<file path="config.mk">
export PLATFORM = sky130hd
export DESIGN_NAME = bank_mmu
export DESIGN_NICKNAME = d
export VERILOG_FILES = /design/src/rtl/mmu_pkg.sv /design/src/rtl/mmu_regfile.sv /design/src/rtl/mmu_xlate.sv /design/src/rtl/mmu_rom_route.sv /design/src/rtl/bank_mmu.sv
export SDC_FILE = /design/constraint.sdc
export NUM_CORES = 1
export LEC_CHECK = 0
export BUFFER_PORTS_ARGS = -buffer_cell sky130_fd_sc_hd__buf_2
export CAP_MARGIN = 20
export CORE_MARGIN = 2
export CORE_UTILIZATION = 55
export DETAILED_ROUTE_END_ITERATION = 8
export GPL_TIMING_DRIVEN = 1
export PLACE_DENSITY = 0.77
export SLEW_MARGIN = 5
export SYNTH_ARGS = -nofsm -noshare
export SYNTH_HDL_FRONTEND = slang
export SYNTH_HIERARCHICAL = 1
export SYNTH_SLANG_ARGS = --single-unit
</file>
<file path="constraint.sdc">
create_clock -name clk -period 5 [get_ports clk]
set_input_delay 0 -clock clk [delete_from_list [all_inputs] [get_ports clk]]
set_output_delay 0 -clock clk [all_outputs]
set_load 0.005 [all_outputs]
</file>
<file path="src/rtl/mmu_pkg.sv">
package mmu_pkg;

    typedef enum logic [1:0] {
        LAY_SPLIT_A = 2'b00,
        LAY_SPLIT_B = 2'b01,
        LAY_ALL_INT = 2'b10,
        LAY_ALL_EXT = 2'b11
    } rom_layout_e;

    typedef struct packed {
        logic        rom_mode;
        rom_layout_e layout;
        logic        cpage_en;
        logic        task_sel;
        logic        map_en;
    } mmu_ctrl_t;

    localparam int CTRL_OFF     = 0;
    localparam int ROM_STB_OFF  = 1;
    localparam int RAM_STB_OFF  = 2;

endpackage

</file>
<file path="src/rtl/mmu_regfile.sv">
module mmu_regfile
    import mmu_pkg::*;
#(
    parameter int SLOT_BITS = 3,
    parameter int BLK_W     = 6,
    parameter int DATA_W    = 8
) (
    input  logic                                       clk,
    input  logic                                       rst_n,
    input  logic                                       wr_en,
    input  logic [SLOT_BITS+1:0]                       addr,
    input  logic [DATA_W-1:0]                          wdata,
    output logic [DATA_W-1:0]                          rdata,
    output mmu_ctrl_t                                  ctrl,
    output logic [2*(1<<SLOT_BITS)-1:0][BLK_W-1:0]     banks
);
    localparam int SLOTS = 1 << SLOT_BITS;
    localparam int NBANK = 2 * SLOTS;
    localparam int IDX_W = SLOT_BITS + 1;
    localparam int FULL  = 1 << BLK_W;

    typedef struct packed {
        logic [NBANK-1:0][BLK_W-1:0] bank;
        mmu_ctrl_t                   ctrl;
    } state_t;

    state_t st_d, st_q;

    function automatic state_t reset_state();
        state_t r;
        r = '0;
        for (int i = 0; i < NBANK; i++) begin
            r.bank[i] = BLK_W'(FULL - SLOTS + (i % SLOTS));
        end
        return r;
    endfunction

    logic             is_ctrl_space;
    logic [IDX_W-1:0] idx;

    assign is_ctrl_space = addr[IDX_W];
    assign idx           = addr[IDX_W-1:0];

    always_comb begin
        st_d = st_q;
        if (wr_en) begin
            if (!is_ctrl_space) begin
                st_d.bank[idx] = wdata[BLK_W-1:0];
            end else begin
                case (int'(idx))
                    CTRL_OFF: begin
                        st_d.ctrl.map_en   = wdata[0];
                        st_d.ctrl.task_sel = wdata[1];
                        st_d.ctrl.cpage_en = wdata[2];
                        st_d.ctrl.layout   = rom_layout_e'(wdata[4:3]);
                    end
                    ROM_STB_OFF: st_d.ctrl.rom_mode = 1'b1;
                    RAM_STB_OFF: st_d.ctrl.rom_mode = 1'b0;
                    default: ;
                endcase
            end
        end
    end

    always_ff @(posedge clk or negedge rst_n) begin
        if (!rst_n) st_q <= reset_state();
        else        st_q <= st_d;
    end

    always_comb begin
        rdata = '0;
        if (!is_ctrl_space) begin
            rdata = {{(DATA_W-BLK_W){1'b0}}, st_q.bank[idx]};
        end else if (int'(idx) == CTRL_OFF) begin
            rdata = {{(DATA_W-6){1'b0}}, st_q.ctrl.rom_mode, st_q.ctrl.layout,
                     st_q.ctrl.cpage_en, st_q.ctrl.task_sel, st_q.ctrl.map_en};
        end
    end

    assign ctrl  = st_q.ctrl;
    assign banks = st_q.bank;

    // ROM strobe enters ROM/RAM mode on the next cycle
    p_rom_strobe_r7: assert property (@(posedge clk) disable iff (!rst_n)
        (wr_en && is_ctrl_space && int'(idx) == ROM_STB_OFF) |=> st_q.ctrl.rom_mode);

    // RAM strobe leaves ROM/RAM mode on the next cycle
    p_ram_strobe_r7: assert property (@(posedge clk) disable iff (!rst_n)
        (wr_en && is_ctrl_space && int'(idx) == RAM_STB_OFF) |=> !st_q.ctrl.rom_mode);

    // bank registers hold without a write
    p_bank_hold_r2: assert property (@(posedge clk) disable iff (!rst_n)
        !wr_en |=> $stable(st_q.bank));

endmodule

</file>
<file path="src/rtl/mmu_xlate.sv">
module mmu_xlate
    import mmu_pkg::*;
#(
    parameter int ADDR_W    = 16,
    parameter int SLOT_BITS = 3,
    parameter int BLK_W     = 6
) (
    input  logic [ADDR_W-1:0]                          cpu_addr,
    input  mmu_ctrl_t                                  ctrl,
    input  logic [2*(1<<SLOT_BITS)-1:0][BLK_W-1:0]     banks,
    output logic [BLK_W-1:0]                           block,
    output logic                                       ram_hit,
    output logic                                       rom_hit,
    output logic                                       io_hit,
    output logic [1:0]                                 rom_page_lo
);
    localparam int PAGE_W = ADDR_W - 8;
    localparam int FIX_W  = BLK_W - SLOT_BITS;

    logic [SLOT_BITS-1:0] slot;
    logic [PAGE_W-1:0]    page_hi;
    logic [BLK_W-1:0]     raw;
    logic                 in_cpage;

    always_comb begin
        slot     = cpu_addr[ADDR_W-1 -: SLOT_BITS];
        page_hi  = cpu_addr[ADDR_W-1 -: PAGE_W];
        io_hit   = (page_hi == '1);
        in_cpage = ctrl.cpage_en && (page_hi == {{(PAGE_W-1){1'b1}}, 1'b0});
        raw      = ctrl.map_en ? banks[{ctrl.task_sel, slot}]
                               : {{FIX_W{1'b1}}, slot};
        rom_hit  = 1'b0;
        ram_hit  = 1'b0;
        block    = '0;
        rom_page_lo = slot[1:0];
        if (io_hit) begin
            block = '0;
        end else if (in_cpage) begin
            ram_hit = 1'b1;
            block   = '1;
        end else if (ctrl.rom_mode && raw[BLK_W-1:2] == '1) begin
            rom_hit = 1'b1;
            block   = {raw[BLK_W-1:2], slot[1:0]};
        end else begin
            ram_hit = 1'b1;
            block   = raw;
        end
    end

endmodule

</file>
<file path="src/rtl/mmu_rom_route.sv">
module mmu_rom_route
    import mmu_pkg::*;
(
    input  logic        rom_hit,
    input  logic [1:0]  page_lo,
    input  rom_layout_e layout,
    output logic        rom_sel,
    output logic        rom_ext
);
    always_comb begin
        rom_sel = rom_hit;
        rom_ext = 1'b0;
        if (rom_hit) begin
            case (layout)
                LAY_ALL_INT: rom_ext = 1'b0;
                LAY_ALL_EXT: rom_ext = 1'b1;
                default:     rom_ext = page_lo[1];
            endcase
        end
    end
endmodule

</file>
<file path="src/rtl/bank_mmu.sv">
module bank_mmu
    import mmu_pkg::*;
#(
    parameter int ADDR_W    = 16,
    parameter int SLOT_BITS = 3,
    parameter int BLK_W     = 6,
    parameter int DATA_W    = 8
) (
    input  logic                 clk,
    input  logic                 rst_n,
    input  logic                 reg_wr,
    input  logic [SLOT_BITS+1:0] reg_addr,
    input  logic [DATA_W-1:0]    reg_wdata,
    output logic [DATA_W-1:0]    reg_rdata,
    input  logic [ADDR_W-1:0]    cpu_addr,
    output logic [BLK_W-1:0]     phys_block,
    output logic                 ram_sel,
    output logic                 rom_sel,
    output logic                 rom_ext,
    output logic                 io_sel
);
    localparam int SLOTS  = 1 << SLOT_BITS;
    localparam int NBANK  = 2 * SLOTS;
    localparam int PAGE_W = ADDR_W - 8;
    localparam int FIX_W  = BLK_W - SLOT_BITS;

    mmu_ctrl_t                   ctrl;
    logic [NBANK-1:0][BLK_W-1:0] banks;
    logic                        rom_hit;
    logic [1:0]                  page_lo;

    mmu_regfile #(.SLOT_BITS(SLOT_BITS), .BLK_W(BLK_W), .DATA_W(DATA_W)) u_regs (
        .clk(clk), .rst_n(rst_n), .wr_en(reg_wr), .addr(reg_addr),
        .wdata(reg_wdata), .rdata(reg_rdata), .ctrl(ctrl), .banks(banks)
    );

    mmu_xlate #(.ADDR_W(ADDR_W), .SLOT_BITS(SLOT_BITS), .BLK_W(BLK_W)) u_xlate (
        .cpu_addr(cpu_addr), .ctrl(ctrl), .banks(banks), .block(phys_block),
        .ram_hit(ram_sel), .rom_hit(rom_hit), .io_hit(io_sel), .rom_page_lo(page_lo)
    );

    mmu_rom_route u_route (
        .rom_hit(rom_hit), .page_lo(page_lo), .layout(ctrl.layout),
        .rom_sel(rom_sel), .rom_ext(rom_ext)
    );

    // exactly one target is selected
    p_one_target_r11: assert property (@(posedge clk) disable iff (!rst_n)
        $countones({ram_sel, rom_sel, io_sel}) == 1);

    // top page is always I/O
    p_io_page_r6: assert property (@(posedge clk) disable iff (!rst_n)
        (cpu_addr[ADDR_W-1 -: PAGE_W] == '1) |-> (io_sel && phys_block == '0));

    // constant page wins over slot 7 and map mode
    p_const_page_r5: assert property (@(posedge clk) disable iff (!rst_n)
        (ctrl.cpage_en && cpu_addr[ADDR_W-1 -: PAGE_W] == {{(PAGE_W-1){1'b1}}, 1'b0})
        |-> (ram_sel && phys_block == '1));

    // no ROM in all-RAM mode
    p_no_rom_r10: assert property (@(posedge clk) disable iff (!rst_n)
        !ctrl.rom_mode |-> !rom_sel);

    // ROM page low bits come from the slot
    p_rom_page_r8: assert property (@(posedge clk) disable iff (!rst_n)
        rom_sel |-> (phys_block[BLK_W-1:2] == '1 && phys_block[1:0] == cpu_addr[ADDR_W-SLOT_BITS+1 -: 2]));

    // disabled translation gives the fixed top blocks
    p_map_off_r4: assert property (@(posedge clk) disable iff (!rst_n)
        (!ctrl.map_en && ram_sel && !(ctrl.cpage_en && cpu_addr[ADDR_W-1 -: PAGE_W] == {{(PAGE_W-1){1'b1}}, 1'b0}))
        |-> (phys_block[BLK_W-1 -: FIX_W] == '1 && phys_block[SLOT_BITS-1:0] == cpu_addr[ADDR_W-1 -: SLOT_BITS]));

    // external flag only accompanies ROM
    p_ext_only_rom_r9: assert property (@(posedge clk) disable iff (!rst_n)
        rom_ext |-> rom_sel);

endmodule

</file>
==> impl_metrics.py, run 1 <==
metrics = {
    "outcome": {
        "status": "finished clean",
    },
    "drt": {
        "first_iter_violations": 289,
        "wirelength_mm": 14.30,
        "drc_errors": 0,
        "wl_per_cell_um": 23.17,
        "route.vias.total": 3971,
        "route.antenna.remaining_nets": 0,
        "drtPass1Iterations": 5,
        "avgViaCountPerCell": 6.436,
    },
    "floorplan": {
        "start_util_pct": 55.87,
        "core_um2": 10750,
        "dieArea_um2": 11770,
        "die_height_um": 108.5,
        "dieWidth_um": 108.5,
        "io_pins": 50,
        "rows": 38,
    },
    "worst_hold_path": {
        "hold_class": "in -> reg",
        "hold_end": "u_regs/ctrl[5]$_DFFE_PN0P_",
        "hp-start": "reg_wr",
        "min_path_cells": 4,
    },
    "power_and_ir_drop": {
        "seqPwrFrac_pct": 52.1,
        "ir_drop_uv": 232.1,
        "leakage_nw": 2.670,
        "p_int_mw": 1.673,
        "power.density_nw_per_um2": 359.9,
        "power.share.switching_pct": 27.30,
        "p_sw_uw": 628.1,
        "clock_power_share_pct": 24.9,
        "p_comb_share_pct": 23.0,
    },
    "clock_tree": {
        "cts_max_path_buffers": 2,
        "clkSinkCount": 102,
        "cts_tree": "done",
        "path_clk_slew_ns": 0.09,
        "clock_latency_ns": 0.36,
        "cts_setup_buffers": 0,
        "h-tree-depth": 3,
        "cts_buffers": 9,
        "cts_root_buffer": "clkbuf_8",
    },
    "placement": {
        "place_congestion": 0.8961,
        "io_buffers": 37,
        "place_hpwl_mm": 9.697,
    },
    "setup_path": {
        "critPathLaunchType": "flip-flop",
        "r2r_setup_slack_ns": 3.89,
        "rr_worst_depth": 1,
        "endpoint_kind": "output port",
        "reg2reg_from": "u_regs/ctrl[1]$_DFFE_PN0P_",
        "critPathMaxFanout": 14,
        "critPathRequiredTime_ns": 5.00,
        "critical_path_arrival_ns": 3.11,
        "slowest_stage": "dfrtp_1",
        "r2r-end": "u_regs/ctrl[1]$_DFFE_PN0P_",
        "critical-path-top-delay-family": "simple AND/OR/NAND/NOR gates",
        "critPathKind": "reg -> out",
        "path_buf_inv": 1,
        "worstPathCellList": "mux2_2, o31ai_1, a311oi_2, o21ai_4, or4_1, nor2_1, nor2b_1, buf_2",
        "slowest_delay_ns": 0.76,
    },
    "final_layout": {
        "finalNetCount": 504,
        "drive_gt1_share_pct": 56.39,
        "utilization_pct": 59.49,
        "syn2layout_area_growth_pct": 6.482,
        "antennaDiodeCount": 0,
    },
    "logic_synthesis": {
        "ys_warn_count": 6,
        "avgSynthCellArea_um2": 13.19,
        "syn_inst": 455,
        "syn_area_um2": 6003,
    },
    "sta": {
        "finalSetupViolations": 0,
        "tightest_slew_ns": 0.9176,
        "rsz0062_at_grt": "false",
        "finalMaxSlewViolations": 0,
        "period_minus_slack_ns": 3.114,
        "clock_skew_ns": 0,
        "slew_headroom_pct": 38.83,
        "setup_tns_ns": 0,
        "fin_crit_sh_pct": 62.29,
        "max_freq_ghz": 0.3211,
        "finalHoldViolCount": 0,
    },
    "global_routing": {
        "grt_antenna_before_repair": 0,
        "grt_pass1_vias": 3914,
        "grt_max_degree": 68,
        "gr-total-overflow": 0,
        "grt_first_pass_wirelength_mm": 22.02,
        "grt_usage_pct": 25.42,
    },
    "run": {
        "maxCapViolations": 0,
    },
}
[repair_timing]
action                    CTS  global route
hold buffers                1             0
hold endpoints to repair   35             0
gates resized for setup     0             0
[metrics by stage]
step / power [mW] / instance area [um2] / cells / worst slack, ns / hold WS, ns
final: 2.301 / 6392 / 617 / 1.886 / 0.07391
after global routing: 2.411 / 6392 / 617 / 1.805 / 0.08841
after CTS: 2.306 / 6387 / 616 / 1.932 / 0.05614
after detailed placement: 1.733 / 6160 / 599 / 2.131 / -0.008691
after global placement: 1.702 / 6160 / 599 / 2.201 / -0.01926
after floorplan: 1.577 / 6007 / 456 / 2.990 / -0.2956
[routing by layer]
layer / vias up / share of wire [%] / GRT usage (%)
met5: - / 0 / 0
met4: 0 / 1.4 / 7.051
met3: 25 / 6.7 / 5.546
met2: 184 / 47 / 39.64
met1: 2031 / 44 / 36.11
li1: 1731 / - / -
[area by class of cell]
type | count | area (um2)
Sequential cell | 102 | 2643
Clock inverter | 3 | 68.82
Multi-Input combinational cell | 312 | 3113
Clock buffer | 13 | 148.9
Timing Repair Buffer | 42 | 225.2
Fill cell | 884 | 4353
Tap cell | 140 | 175.2
Inverter | 5 | 18.77
[how the worst max path moves through the flow]
stage / start / end / slack (ns) / depth (start not counted)
2_1_floorplan: u_regs/banks[57]$_DFFE_PN1P_ / rom_ext / 2.99 / 7
3_3_place_gp: cpu_addr[13] / rom_ext / 2.20 / 9
3_5_place_dp: cpu_addr[13] / rom_ext / 2.13 / 9
4_1_cts: u_regs/ctrl[1]$_DFFE_PN0P_ / rom_ext / 1.93 / 8
5_1_grt: u_regs/ctrl[1]$_DFFE_PN0P_ / rom_ext / 1.80 / 8
6_report: u_regs/ctrl[1]$_DFFE_PN0P_ / rom_ext / 1.89 / 8
[layout by cell type, fill, tap and decap left out, drive strengths merged, types with 3 or more instances in the layout]
cell and count:
clkbuf 14, inv 5, a222oi 3, mux4 29, nor4b 3, nor2b 15, a22oi 12, a21oi 8
mux2 115, nand3 16, dfstp 72, dfrtp 30, nor2 20, nand2 26, mux2i 33, buf 40
[power groups by stage]
stage	clock network, mW	logic, mW	registers (mW)
floorplan	0	0.424	1.15
global route	0.617	0.571	1.22
finish	0.573	0.529	1.20
detailed placement	0	0.523	1.21
global placement	0	0.507	1.20
CTS	0.583	0.527	1.20
[registers in the layout, indices dropped and copies added, names as in the netlist]
signal	cells
u_regs/ctrl	6
u_regs/banks	96
(Power assumes the default switching activity.)
==> run 2, diff against run 1 <==
--- a/config.mk
+++ b/config.mk
@@ -5,13 +5,14 @@
 export SDC_FILE = /design/constraint.sdc
 export NUM_CORES = 1
 export LEC_CHECK = 0
+export ABC_AREA = 1
 export BUFFER_PORTS_ARGS = -buffer_cell sky130_fd_sc_hd__buf_2
 export CAP_MARGIN = 20
 export CORE_MARGIN = 2
 export CORE_UTILIZATION = 55
 export DETAILED_ROUTE_END_ITERATION = 8
 export GPL_TIMING_DRIVEN = 1
-export PLACE_DENSITY = 0.77
+export PLACE_DENSITY = 0.8
 export SLEW_MARGIN = 5
 export SYNTH_ARGS = -nofsm -noshare
 export SYNTH_HDL_FRONTEND = slang
==> constraint.sdc (replaced) <==
create_clock -name clk -period 2.7 [get_ports clk]
set_input_delay 0 -clock clk [delete_from_list [all_inputs] [get_ports clk]]
set_output_delay 0 -clock clk [all_outputs]
set_load 0.005 [all_outputs]
==> run 2 against run 1 <==
Net effect: synthesized cell count increased by 110%; clock skew is the same; global-route usage grew 2.6 points; via count is 55% higher; utilization up 0.22 points; die area up 6.4%; flip-flop and latch count did not move; largest cell class unchanged; synthesized area increased by 6.7%.
==> impl_metrics.py, run 2 <==
metrics = {
    "sta": {
        "period_minus_slack_ns": 2.285,
        "setup_tns_ns": 0,
        "hold_slack_ns": 0.05468,
        "fin_crit_sh_pct": 84.63,
        "tightest_slew_ns": 0.7700,
        "clock_skew_ns": 0,
        "finalMaxSlewViolations": 0,
        "max_freq_ghz": 0.4376,
        "finalHoldViolCount": 0,
        "rsz0062_at_grt": "false",
        "slew_headroom_pct": 48.61,
        "finalSetupViolations": 0,
        "worst_slack_ns": 0.4150,
    },
    "power_and_ir_drop": {
        "ir_drop_uv": 371.7,
        "power.density_nw_per_um2": 668.5,
        "leakage_nw": 3.370,
        "p_total_mw": 4.539,
    },
    "setup_path": {
        "critPathKind": "reg -> out",
        "endpoint_kind": "output port",
        "critical_path_arrival_ns": 2.28,
        "critPathRequiredTime_ns": 2.70,
        "critPathMaxFanout": 4,
        "r2r_setup_slack_ns": 1.86,
        "critPathLaunchType": "flip-flop",
    },
    "drt": {
        "wl_per_cell_um": 15.57,
        "route.antenna.remaining_nets": 0,
        "first_iter_violations": 743,
        "route.vias.total": 6154,
        "wirelength_mm": 17.19,
        "drtPass1Iterations": 5,
        "drc_errors": 0,
        "avgViaCountPerCell": 5.574,
    },
    "clock_tree": {
        "clock_latency_ns": 0.35,
        "cts_root_buffer": "clkbuf_16",
        "cts_tree": "done",
        "clkSinkCount": 102,
        "cts_max_path_buffers": 2,
        "path_clk_slew_ns": 0.07,
        "h-tree-depth": 3,
        "cts_buffers": 9,
        "cts_setup_buffers": 0,
    },
    "final_layout": {
        "fin_area_um2": 6789,
        "finalNetCount": 988,
        "mostFrequentLayoutCell": "nand2_1",
        "syn2layout_area_growth_pct": 5.997,
        "largest_reg_flops": 96,
        "drive_gt1_share_pct": 17.17,
        "antennaDiodeCount": 0,
        "utilization_pct": 59.71,
        "mostFrequentLayoutCells": "490 x nand2_1, 74 x o21ai_0, 72 x dfstp_2",
        "final_cells": 1104,
    },
    "floorplan": {
        "rows": 39,
        "dieWidth_um": 111.9,
        "die_height_um": 111.9,
        "core_um2": 11370,
        "start_util_pct": 56.33,
        "io_pins": 50,
        "dieArea_um2": 12530,
    },
    "outcome": {
        "status": "finished clean",
    },
    "global_routing": {
        "grt_util_met3_pct": 4.736,
        "busiest_layer": "met2",
        "gr-total-overflow": 0,
        "grt_max_degree": 58,
        "use_met2_pct": 41.29,
        "grtUsageMet1_pct": 40.17,
        "grt_antenna_before_repair": 0,
        "grt_first_pass_wirelength_mm": 27.52,
        "grt_usage_pct": 27.99,
        "grt_pass1_vias": 5273,
    },
    "placement": {
        "dp.cells": 1087,
        "place_hpwl_mm": 10.70,
        "place_area_um2": 6487,
        "io_buffers": 37,
        "dpl_worst_slack_ns": 0.8682,
        "place_congestion": 0.8825,
    },
    "logic_synthesis": {
        "avgSynthCellArea_um2": 6.686,
        "ys_warn_count": 6,
        "syn_inst": 958,
        "syn_area_um2": 6405,
    },
    "worst_hold_path": {
        "hold_class": "in -> reg",
    },
    "run": {
        "maxCapViolations": 0,
    },
}
## run 2: worst max-delay path, cell delays in order, from the launching register on
cell and delay [ns]:
dfstp_2 0.54, nor2_1 0.05, nor2_1 0.12, o21ai_1 0.09, o21ai_1 0.15, nand2_1 0.08
nand3_1 0.10, nand2_1 0.10, nor2_2 0.19, nand3_1 0.12, nor2_1 0.14, nand2_1 0.08
nor2_2 0.06, buf_2 0.11
## run 2: layout make-up
type | instances | area [um2]
Clock buffer | 16 | 291.5
Fill cell | 1080 | 4581
Inverter | 57 | 216.5
Multi-Input combinational cell | 738 | 3174
Sequential cell | 102 | 2643
Tap cell | 143 | 178.9
Timing Repair Buffer | 48 | 285.3
## run 2: what timing repair did
| action | 4_1_cts | 5_1_grt |
|---|---|---|
| resized for setup | 0 | 0 |
| hold endpoints to repair | 10 | 0 |
| endpoints found under the setup margin | 0 | 0 |
| hold buffers | 1 | 0 |
## run 2: final timing paths
| kind | start | to | depth (start not counted) |
|---|---|---|---|
| max | u_regs/banks[38]$_DFFE_PN1P_ | rom_ext | 13 |
| min | reg_wr | u_regs/ctrl[5]$_DFFE_PN0P_ | 5 |
| max reg2reg | u_regs/ctrl[1]$_DFFE_PN0P_ | u_regs/ctrl[1]$_DFFE_PN0P_ | 2 |
| min reg2reg | u_regs/banks[30]$_DFFE_PN1P_ | u_regs/banks[30]$_DFFE_PN1P_ | 2 |
| max in group asynchronous | rst_n | u_regs/banks[52]$_DFFE_PN1P_ | 3 |
| min in group asynchronous | rst_n | u_regs/banks[31]$_DFFE_PN0P_ | 2 |
## run 2: layer usage
metal	part of all wire, %	vias up
li1	-	2995
met1	44	2817
met2	44	301
met3	8.4	41
met4	3.8	0
met5	0	-
## run 2: where the power goes
| group | internal, mW | switching [mW] |
|---|---|---|
| registers | 1.96 | 0.239 |
| logic | 0.398 | 0.653 |
| clock network | 0.728 | 0.555 |
| total | 3.09 | 1.45 |
==> run 3, diff against run 2 <==
--- a/config.mk
+++ b/config.mk
@@ -12,7 +12,7 @@
 export CORE_UTILIZATION = 55
 export DETAILED_ROUTE_END_ITERATION = 8
 export GPL_TIMING_DRIVEN = 1
-export PLACE_DENSITY = 0.8
+export PLACE_DENSITY = 0.77
 export SLEW_MARGIN = 5
 export SYNTH_ARGS = -nofsm -noshare
 export SYNTH_HDL_FRONTEND = slang
==> constraint.sdc (replaced) <==
create_clock -name clk -period 2.3 [get_ports clk]
set_input_delay 0 -clock clk [delete_from_list [all_inputs] [get_ports clk]]
set_output_delay 0 -clock clk [all_outputs]
set_load 0.005 [all_outputs]
==> run 3 against run 2 <==
Net effect: sequential share of layout area shrank 0.77 points; utilization is 1.2 points higher; non-clock buffer count increased by 7; clock power grew 24%; die area unchanged; power is 21% higher; register-to-register slack worse by 0.39 ns; sequential power is 18% higher; critical path type unchanged; critical endpoint unchanged; highest routed layer unchanged.
==> impl_metrics.py, run 3 (synthesized netlist as in run 2, its figures left out) <==
metrics = {
    "setup_path": {
        "worstPathCellList": "inv_1, nand2_1, o211ai_1, nand2_1, nor2_1, nor2_2, nor2_2, nor2_4, nand3_2, nor2_4, nand2_1, nor2_2, buf_2",
        "critical_path_arrival_ns": 2.21,
        "critPathKind": "reg -> out",
        "slowest_delay_ns": 0.54,
        "critPathRequiredTime_ns": 2.30,
        "endpoint_kind": "output port",
        "critPathLaunchType": "flip-flop",
        "slowest_stage": "dfstp_2",
        "critPathMaxFanout": 4,
    },
    "sta": {
        "slew_headroom_pct": 43.81,
        "finalHoldViolCount": 0,
        "period_minus_slack_ns": 2.210,
        "fin_crit_sh_pct": 96.10,
        "max_freq_ghz": 0.4524,
        "finalSetupViolations": 0,
        "clock_skew_ns": 0,
        "worst_slack_ns": 0.08962,
        "finalMaxSlewViolations": 0,
        "tightest_slew_ns": 0.8419,
        "hold_slack_ns": 0.07681,
    },
    "global_routing": {
        "grt_first_pass_wirelength_mm": 28.17,
        "grt_pass1_vias": 5425,
        "grt_max_degree": 57,
        "grt_antenna_before_repair": 0,
        "gr-total-overflow": 0,
        "grt_usage_pct": 28.58,
    },
    "clock_tree": {
        "clkSinkCount": 102,
        "cts_buffers": 9,
        "cts_tree": "done",
        "h-tree-depth": 3,
        "path_clk_slew_ns": 0.07,
        "cts_max_path_buffers": 2,
        "clock_latency_ns": 0.35,
        "cts_root_buffer": "clkbuf_16",
    },
    "final_layout": {
        "largest_reg_flops": 96,
        "drive_gt1_share_pct": 19.21,
        "finalNetCount": 995,
        "antennaDiodeCount": 0,
        "final_cells": 1111,
        "regArea_um2": 2644,
        "utilization_pct": 60.94,
        "multi_input_area_um2": 3229,
        "syn2layout_area_growth_pct": 8.185,
        "mostFrequentLayoutCells": "489 x nand2_1, 72 x o21ai_0, 72 x dfstp_2",
        "mostFrequentLayoutCell": "nand2_1",
        "num-fill-cells": 1063,
    },
    "floorplan": {
        "io_pins": 50,
        "dieArea_um2": 12530,
        "dieWidth_um": 111.9,
        "core_um2": 11370,
        "start_util_pct": 56.33,
        "rows": 39,
        "die_height_um": 111.9,
    },
    "drt": {
        "drtPass1Iterations": 6,
        "route.vias.total": 6045,
        "first_iter_violations": 512,
        "drc_errors": 0,
        "wirelength_mm": 17.52,
        "route.antenna.remaining_nets": 0,
        "wl_per_cell_um": 15.77,
        "avgViaCountPerCell": 5.441,
    },
    "run": {
        "maxCapViolations": 0,
    },
    "placement": {
        "dp.cells": 1092,
        "dpl_worst_slack_ns": 0.4491,
        "io_buffers": 37,
        "place_hpwl_mm": 11.20,
        "place_congestion": 0.8698,
    },
    "worst_hold_path": {
        "hold_class": "in -> reg",
    },
    "power_and_ir_drop": {
        "power.share.switching_pct": 32.21,
        "p_comb_share_pct": 23.5,
        "p_total_mw": 5.469,
        "leakage_nw": 3.431,
        "power.density_nw_per_um2": 789.3,
        "p_sw_mw": 1.762,
        "p_int_mw": 3.708,
        "clock_power_share_pct": 29.1,
        "ir_drop_uv": 516.2,
        "seqPwrFrac_pct": 47.4,
    },
    "outcome": {
        "status": "finished clean",
    },
}
[run 3: changes by cell type in the layout (fill, tap and decap cells not counted), moves of 2 or more]
| cell | change |
|---|---|
| o21ai_1 | +2 |
| nor2_4 | +3 |
| nand3_2 | +6 |
| buf_4 | +6 |
| clkbuf_8 | -2 |
| clkbuf_1 | -3 |
| nand3_1 | -6 |
| nor2_1 | -3 |
| o21ai_0 | -2 |
| clkinv_2 | +2 |
| clkinv_4 | +2 |
[run 3: worst paths after layout]
path                                         startpoint                      endpoint  slack (ns)  cells after the start
max                        u_regs/banks[28]$_DFFE_PN1P_                       rom_ext        0.09                     13
min                                              reg_wr    u_regs/ctrl[5]$_DFFE_PN0P_        0.08                      5
max reg2reg                  u_regs/ctrl[1]$_DFFE_PN0P_    u_regs/ctrl[1]$_DFFE_PN0P_        1.47                      2
min reg2reg                u_regs/banks[33]$_DFFE_PN1P_  u_regs/banks[33]$_DFFE_PN1P_        0.48                      2
max in group asynchronous                         rst_n  u_regs/banks[30]$_DFFE_PN1P_        1.31                      3
min in group asynchronous                         rst_n  u_regs/banks[25]$_DFFE_PN0P_        0.24                      2
[run 3: metrics by stage]
stage	instance area, um2	setup TNS (ns)
after floorplan	6409	0
after global placement	6538	0
after detailed placement	6538	0
after CTS	6858	0
after global routing	6929	-0.03522
final	6929	0
[run 3: power by group through the flow]
| stage | clock, mW | sequential, mW | combinational [mW] |
|---|---|---|---|
| global placement | 0 | 2.60 | 1.19 |
| detailed placement | 0 | 2.60 | 1.22 |
| finish | 1.59 | 2.59 | 1.29 |
| global route | 1.68 | 2.64 | 1.47 |
| floorplan | 0 | 2.52 | 0.955 |
| CTS | 1.61 | 2.58 | 1.23 |
[run 3: routing by layer]
layer / track usage, % / wire (um) / vias to the layer above
li1: - / - / 3006
met1: 40.63 / 7799 / 2725
met2: 43.60 / 7711 / 273
met3: 3.919 / 1404 / 41
met4: 13.09 / 604 / 0
met5: 0 / 0 / -
[run 3: layout make-up]
| cell class | count | share of cell area, % |
|---|---|---|
| clock inverters | 5 | 0.8306 |
| repair buffers | 55 | 5.056 |
| inverters | 57 | 3.124 |
| well taps | 143 | 2.582 |
| flip-flops and latches | 102 | 38.15 |
| multi-input cells | 738 | 46.61 |
| clock buffers | 11 | 3.648 |
[run 3: worst max-delay path: cells and delay by family (launching register included)]
kind,cells,cell delay [ns]
AOI/OAI and AO/OA,1,0.09
DFF,1,0.54
buffers and inverters,2,0.16
and+or+nand+nor,10,1.08
[run 3: what timing repair did]
action / CTS / global route
resized for setup: 0 / 16
endpoints found under the hold margin: 21 / 0
hold buffers: 1 / 0
setup buffers: 0 / 2
endpoints found under the setup margin: 0 / 4
